### src/rtl/rx_tmo_pkg.sv
package rx_tmo_pkg;

    localparam int unsigned TMO_CHARS = 4;
    localparam int unsigned CHAR_CW   = $clog2(TMO_CHARS);

    typedef struct packed {
        logic armed;
        logic restart;
    } tmo_ctrl_t;

    typedef enum logic [0:0] {
        ST_COUNT = 1'b0,
        ST_FIRED = 1'b1
    } tmo_state_e;

    function automatic logic [15:0] eff_len(input logic [15:0] raw);
        return (raw == 16'd0) ? 16'd1 : raw;
    endfunction

endpackage

### src/rtl/rx_tmo_ctrl.sv
module rx_tmo_ctrl
    import rx_tmo_pkg::*;
#(
    parameter int unsigned CNT_W = 6
) (
    input  logic             fifo_rd,
    input  logic             fifo_clr,
    input  logic             start_det,
    input  logic             fifo_mode_en,
    input  logic [CNT_W-1:0] fifo_level,
    output tmo_ctrl_t        ctrl
);
    always_comb begin
        ctrl.armed   = fifo_mode_en && (fifo_level != '0);
        ctrl.restart = fifo_rd || fifo_clr || start_det || !ctrl.armed;
    end
endmodule

### src/rtl/rx_tmo_bit_timer.sv
module rx_tmo_bit_timer
    import rx_tmo_pkg::*;
#(
    parameter int unsigned LEN_W = 4
) (
    input  logic             clk,
    input  logic             rst,
    input  logic             restart,
    input  logic             hold,
    input  logic             baud_tick,
    input  logic [LEN_W-1:0] char_bits,
    output logic             char_done
);
    logic [LEN_W-1:0] bit_cnt;
    logic [LEN_W-1:0] last_bit;
    logic [15:0]      len16;

    always_comb begin
        len16    = eff_len(16'(char_bits));
        last_bit = LEN_W'(len16 - 16'd1);
        char_done = baud_tick && !hold && !restart && (bit_cnt == last_bit);
    end

    always_ff @(posedge clk) begin
        if (rst || restart) begin
            bit_cnt <= '0;
        end else if (baud_tick && !hold) begin
            if (bit_cnt == last_bit) bit_cnt <= '0;
            else                     bit_cnt <= bit_cnt + 1'b1;
        end
    end
endmodule

### src/rtl/rx_tmo_char_counter.sv
module rx_tmo_char_counter
    import rx_tmo_pkg::*;
(
    input  logic clk,
    input  logic rst,
    input  logic restart,
    input  logic char_done,
    output logic fired
);
    logic [CHAR_CW-1:0] char_cnt;
    tmo_state_e         state;

    localparam logic [CHAR_CW-1:0] LAST_CHAR = CHAR_CW'(TMO_CHARS - 1);

    always_ff @(posedge clk) begin
        if (rst || restart) begin
            char_cnt <= '0;
            state    <= ST_COUNT;
        end else if (char_done && state == ST_COUNT) begin
            if (char_cnt == LAST_CHAR) begin
                state <= ST_FIRED;
            end else begin
                char_cnt <= char_cnt + 1'b1;
            end
        end
    end

    assign fired = (state == ST_FIRED);
endmodule

### src/rtl/rx_char_timeout.sv
module rx_char_timeout
    import rx_tmo_pkg::*;
#(
    parameter int unsigned LEN_W = 4,
    parameter int unsigned CNT_W = 6
) (
    input  logic             clk,
    input  logic             rst,
    input  logic             baud_tick,
    input  logic [LEN_W-1:0] char_bits,
    input  logic [CNT_W-1:0] fifo_level,
    input  logic             fifo_rd,
    input  logic             fifo_clr,
    input  logic             start_det,
    input  logic             fifo_mode_en,
    output logic             timeout_flag
);
    tmo_ctrl_t ctrl;
    logic      char_done;
    logic      fired;

    rx_tmo_ctrl #(.CNT_W(CNT_W)) u_ctrl (
        .fifo_rd      (fifo_rd),
        .fifo_clr     (fifo_clr),
        .start_det    (start_det),
        .fifo_mode_en (fifo_mode_en),
        .fifo_level   (fifo_level),
        .ctrl         (ctrl)
    );

    rx_tmo_bit_timer #(.LEN_W(LEN_W)) u_bits (
        .clk       (clk),
        .rst       (rst),
        .restart   (ctrl.restart),
        .hold      (fired),
        .baud_tick (baud_tick),
        .char_bits (char_bits),
        .char_done (char_done)
    );

    rx_tmo_char_counter u_chars (
        .clk       (clk),
        .rst       (rst),
        .restart   (ctrl.restart),
        .char_done (char_done),
        .fired     (fired)
    );

    assign timeout_flag = fired;
endmodule

### config.mk
export PLATFORM = sky130hd
export DESIGN_NAME = rx_char_timeout
export DESIGN_NICKNAME = d
export VERILOG_FILES = /design/src/rtl/rx_tmo_pkg.sv /design/src/rtl/rx_tmo_ctrl.sv /design/src/rtl/rx_tmo_bit_timer.sv /design/src/rtl/rx_tmo_char_counter.sv /design/src/rtl/rx_char_timeout.sv
export SDC_FILE = /design/constraint.sdc
export NUM_CORES = 1
export LEC_CHECK = 0
export ABC_AREA = 1
export BUFFER_PORTS_ARGS = -buffer_cell sky130_fd_sc_hd__buf_2
export CAP_MARGIN = 20
export CORE_AREA = 4 4 41 43
export CTS_CLUSTER_SIZE = 14
export DETAILED_ROUTE_END_ITERATION = 6
export DIE_AREA = 0 0 45 47
export GPL_TIMING_DRIVEN = 0
export HOLD_SLACK_MARGIN = 0.1
export PLACE_DENSITY = 0.67
export SETUP_SLACK_MARGIN = 0.02
export SKIP_CTS_REPAIR_TIMING = 1
export SLEW_MARGIN = 40
export SYNTH_ARGS = -nofsm -noshare
export SYNTH_HDL_FRONTEND = slang
export SYNTH_SLANG_ARGS = --single-unit
### constraint.sdc
create_clock -name clk -period 1.7 [get_ports clk]
set_input_delay 0.085 -clock clk [delete_from_list [all_inputs] [get_ports clk]]
set_output_delay 0.085 -clock clk [all_outputs]
set_load 0.01 [all_outputs]
==> reports/results.txt, run 1 <==
area delta synth->final -> 23.64%
initial antenna violation count -> 0
M1 GR Usage -> 14.61%
clk_lat worst skew -> 250 ps
CP peak stage delay -> 300 ps
CTS Buf Count -> 3
Overflow after GRT -> 0
TNS Setup -> 0 ps
post-synthesis mux area share -> 0%
Crit path top cell by count -> nand2_1
Die H -> 47 µm
result of the run -> finished, final reports clean
YS warnings -> 0
largest net degree at the start of global routing -> 6
commonest cells after routing, fill and taps aside -> nand2_1 (30), inv_1 (21), buf_2 (17)
clock buffer depth -> 2
Slew @ Worst Pin -> 251.7 ps
Pre-antenna DRT Iters -> 4
PD cells -> 564.0 mW/mm²
max-cap violation count -> 0
Worst path top cell family by delay -> simple AND/OR/NAND/NOR gates
core area -> 0.001301 mm²
final wirelength -> 1128 µm
WL/cell -> 8.545 µm
Critical R2R Capture -> u_bits.bit_cnt[2]$_SDFFE_PP0P_
CP Data Required Time -> 1840 ps
Final Slew Violations -> 0
synthesized-area fraction occupied by adder cells -> 6.818%
CP startpoint -> char_bits[2]
# port buffers -> 17
fin nets -> 138
cell count after synthesis -> 96
vias in the first global route -> 557
Cell Area, Synth -> 550.5 µm²
critical path data arrival time -> 1510 ps
die width -> 45 µm
largest family of logic cells by synthesized area -> simple AND/OR/NAND/NOR gates
CTS clk-pin slew, worst paths -> 50 ps
Fillers -> 145
Post-DRT Antenna Nets -> 0
RSZ-0062 raised after global routing -> false
Setup crit end kind -> flop
worst-path fanout max -> 4
simple logic cell fraction of the synthesized area -> 47.73%
Vias/cell -> 4.697
Boundary Pins -> 18
Reg2Reg Depth -> 7
worst hold path type -> input port to flop
Critical Path End -> u_bits.bit_cnt[2]$_SDFFE_PP0P_
clk root buf -> clkbuf_4
FF+latch count, synth -> 7
dpl hpwl -> 921.3 µm
Tmin final -> 1373 ps
total power -> 0.0003839 W
vias post-DR -> 620
met2 Track Usage GR -> 22.32%
Seq/Total Area, Yosys -> 25.45%
final hold vios -> 0
first-pass GRT wire length -> 2014 µm
Worst R2R Setup Slack -> 510 ps
Max H-tree Level -> 1
post-synthesis compound-gate area fraction -> 4.091%
slowest CP cell -> ha_1
xor and xnor area share after synthesis -> 1.591%
clk_skew -> 1.792 ps
crit path kind -> input port to flop
clock sinks -> 7
crit start category -> input port
Tcrit/Tclk final -> 80.78%
most used routing layer -> met2
DRC viols -> 0
Crit Reg-Reg Startpoint -> u_bits.bit_cnt[0]$_SDFFE_PP0P_
Rel. slew slack -> 83.16%
First DRT Iteration DRCs -> 8
Placer Congestion -> 0.7757
Rows -> 13
layout cells sized above 1 -> 18.80%
cells along the critical path -> buf_2 > nor2_1 > nand2_1 > nand2_1 > inv_1 > ha_1 > inv_1 > nand2_1 > nand2_1 > nand3_1 > nor2_2 > nand2_1 > nand2_1 > a21oi_1
commonest non-fill, non-tap cell in the layout -> nand2_1
distinct cell type count after synthesis -> 14
Net Count, Synth -> 116
syn avg cell area -> 5.735 µm²
gr usage total -> 12.97%
Antenna Cells -> 0
die footprint -> 0.002115 mm²
Leakage -> 0.3462 nW
CTS tree -> yes
Buf/Inv on CP -> 3
Initial Util -> 42.31%
fmax -> 728.2 MHz
Peak VDD IR -> 0.3756 mV
WP depth -> 14
setup violators final -> 0
GR Util met3 -> 2.299%
tightest hold or removal path, delay by kind of cell:
kind                   cells  cell delay (ps)
buffers and inverters      1               80
and+or+nand+nor            3              170
where the power goes:
part / total, W / switching [W] / internal (W)
sequential: 0.000165 / 0.000000481 / 0.000165
combinational: 0.0000673 / 0.0000367 / 0.0000306
clock: 0.000151 / 0.0000618 / 0.0000896
total: 0.000384 / 0.0000990 / 0.000285
per-layer routing:
layer,vias up,wire [µm]
met5,-,0
met4,0,44
met3,5,94
met2,25,497
met1,249,491
li1,341,-
logic make-up after synthesis:
| family | count (synthesis) |
|---|---|
| and+or+nand+nor | 60 |
| buffers and inverters | 21 |
| DFF | 7 |
| adders and majority gates | 3 |
| xor gates and xnor gates | 1 |
| AOI/OAI and AO/OA | 4 |
area by class of cell:
cell class	instances	area, µm²	share of cell area [%]
inverter	21	78.83	11.58
sequential	7	140.1	20.59
clock buffer	4	26.28	3.860
tap	15	18.77	2.757
timing repair buffer	17	85.08	12.50
multi-input combinational	68	331.6	48.71
registers in the layout (all words and copies together), names as in the netlist:
name,cells
u_chars.char_cnt,2
u_bits.bit_cnt,4
u_chars.fired,1
worst min-delay path by stage:
stage                     depth (start not counted)                                to  startpoint  slack (ps)
after floorplan                                   3  u_chars.char_cnt[1]$_SDFFE_PP0P_         rst         270
after global placement                            4  u_chars.char_cnt[0]$_SDFFE_PP0P_         rst         380
after detailed placement                          4  u_chars.char_cnt[1]$_SDFFE_PP0P_         rst         380
after CTS                                         4  u_chars.char_cnt[1]$_SDFFE_PP0P_         rst         120
after global routing                              4  u_chars.char_cnt[1]$_SDFFE_PP0P_         rst         140
final                                             4  u_chars.char_cnt[1]$_SDFFE_PP0P_         rst         120
stage by stage:
step                      worst slack (ps)  hold slack, ps  utilization, %  instance area (µm²)  instances
after CTS                            322.5           115.4           52.31                680.7        132
final                                326.7           120.4           52.31                680.7        132
after detailed placement             54.00           381.7           50.29                654.4        128
after global routing                 121.3           140.7           52.31                680.7        132
after floorplan                      329.9           267.5               -                550.5         96
after global placement               61.31           382.4           50.29                654.4        128
cell usage after synthesis (all sizes together):
cell type	instances	area share (%)
a21oi	2	1.8
inv	21	14
xor2	1	1.6
or2	1	1.1
dfxtp	7	25
a21boi	1	1.4
nand4	4	4.5
nor2	13	11
nand2	30	20
o21ai	1	0.91
nand3	12	11
ha	3	6.8
(Power assumes the default switching activity.)
==> run 2, diff against run 1 <==
Clock period 1.7 ns to 1.35 ns, I/O delays scaled along.
==> run 2 against run 1 <==
Clock skew up 2.1 ps; power up 30%; final area grew 8.1%; clock power increased by 23%; hold slack worse by 5.1 ps; wire length rose by 12%; critical path depth is the same; via count increased by 0.48%; utilization grew 4.2 points; critical endpoint unchanged; largest cell class unchanged; highest routed layer unchanged.
==> reports/results.txt, run 2 (same netlist as run 1, synthesis figures left out) <==
largest register by flop count -> u_bits.bit_cnt
switching power -> 0.0001326 W
CTS tree -> yes
layout cells sized above 1 -> 27.97%
max-cap violation count -> 0
die width -> 45 µm
# port buffers -> 17
Tmin final -> 1253 ps
Non-Filler Instances -> 133
WHS Endpoint -> u_chars.char_cnt[0]$_SDFFE_PP0P_
vias in the first global route -> 564
Reg2Reg Depth -> 8
Setup crit end kind -> flop
clk_skew -> 3.880 ps
Peak VDD IR -> 0.5088 mV
final wirelength -> 1261 µm
crit path kind -> input port to flop
clock power share -> 37.1%
core area -> 0.001301 mm²
Rel. slew slack -> 81.23%
CTS clk-pin slew, worst paths -> 50 ps
Critical R2R Capture -> u_bits.bit_cnt[2]$_SDFFE_PP0P_
Pre-antenna DRT Iters -> 4
Crit Reg-Reg Startpoint -> u_bits.bit_cnt[2]$_SDFFE_PP0P_
critical path data arrival time -> 1380 ps
Post-DRT Antenna Nets -> 0
Slew @ Worst Pin -> 280.6 ps
total power -> 0.0005000 W
setup violators final -> 0
final hold vios -> 0
fmax -> 798.2 MHz
Rows -> 13
DRC viols -> 0
clk root buf -> clkbuf_4
clock sinks -> 7
commonest cells after routing, fill and taps aside -> nand2_1 (26), inv_1 (20), buf_2 (17)
Initial Util -> 42.31%
die footprint -> 0.002115 mm²
WL/cell -> 9.481 µm
initial antenna violation count -> 0
dpl hpwl -> 967.7 µm
Antenna Cells -> 0
worst-path fanout max -> 4
clk_lat worst skew -> 240 ps
result of the run -> finished, final reports clean
Final Slew Violations -> 0
Hold Path Cell Cnt -> 4
Internal Pwr Total -> 0.0003674 W
Worst Min Path Start -> rst
largest net degree at the start of global routing -> 6
PD cells -> 679.7 mW/mm²
Max H-tree Level -> 1
Die H -> 47 µm
Hold Slack -> 115.4 ps
first-pass GRT wire length -> 2049 µm
Overflow after GRT -> 0
sw frac -> 26.52%
clock buffer depth -> 2
CP Data Required Time -> 1480 ps
First DRT Iteration DRCs -> 15
area delta synth->final -> 33.64%
worst hold path type -> input port to flop
Placer Congestion -> 0.7442
crit start category -> input port
gr usage total -> 13.05%
Worst R2R Setup Slack -> 140 ps
commonest non-fill, non-tap cell in the layout -> nand2_1
RSZ-0062 raised after global routing -> true
Vias/cell -> 4.684
Inst Count DP -> 128
fin nets -> 139
max reg flops -> 4
vias post-DR -> 623
Leakage -> 0.3534 nW
Boundary Pins -> 18
CTS Buf Count -> 3
Combinational Power Share -> 21.4%
Final WS setup -> 97.20 ps
pre-CTS setup slack -> -301.3 ps
sequential share of power -> 41.6%
Tcrit/Tclk final -> 92.80%
## run 2: how the worst max path moves through the flow
stage	start	depth (start not counted)	to	slack, ps
floorplan	char_bits[1]	13	u_bits.bit_cnt[0]$_SDFFE_PP0P_	20
global placement	char_bits[2]	14	u_bits.bit_cnt[2]$_SDFFE_PP0P_	-260
detailed placement	char_bits[2]	14	u_bits.bit_cnt[2]$_SDFFE_PP0P_	-300
CTS	char_bits[2]	14	u_bits.bit_cnt[2]$_SDFFE_PP0P_	-50
global route	char_bits[1]	15	u_chars.char_cnt[1]$_SDFFE_PP0P_	-20
finish	char_bits[1]	14	u_bits.bit_cnt[2]$_SDFFE_PP0P_	100
## run 2: power by group through the flow
| stage | combinational (W) | clock, W | sequential [W] |
|---|---|---|---|
| floorplan | 0.0000528 | 0 | 0.000212 |
| CTS | 0.0000859 | 0.000195 | 0.000208 |
| finish | 0.000107 | 0.000185 | 0.000208 |
| detailed placement | 0.0000854 | 0 | 0.000212 |
| global route | 0.000124 | 0.000211 | 0.000208 |
| global placement | 0.0000835 | 0 | 0.000212 |
## run 2: layout make-up
cell class | count | area (µm²)
Fill cell | 156 | 565.5
Multi-Input combinational cell | 68 | 379.1
Sequential cell | 7 | 140.1
Timing Repair Buffer | 18 | 92.59
Inverter | 21 | 78.83
Clock buffer | 4 | 26.28
Tap cell | 15 | 18.77
## run 2: critical path, cell delays in order
cell     delay, ps
buf_2          120
nor2_4         110
nand2_2         70
nand2_2         70
inv_2           50
ha_4           160
nand2_1         80
nand3_1         80
nand2_1         90
nand3_1        110
nor2_4         150
nand2_1         70
nand2_2        100
a21oi_1         50
## run 2: metal layers
metal / vias to the layer above / track usage, % / share of wire (%)
met3: 4 / 2.682 / 7.0
met2: 23 / 20.90 / 45
met4: 0 / 7.018 / 3.3
li1: 342 / - / -
met1: 254 / 16.44 / 44
met5: - / 0 / 0
## run 2: per-stage QoR
step                instance area [µm²]  utilization, %  TNS (ps)
global placement                  654.4           50.29     -1591
finish                            735.7           56.54         0
global route                      735.7           56.54    -35.31
detailed placement                654.4           50.29     -1852
floorplan                         550.5               -         0
CTS                               680.7           52.31    -142.3
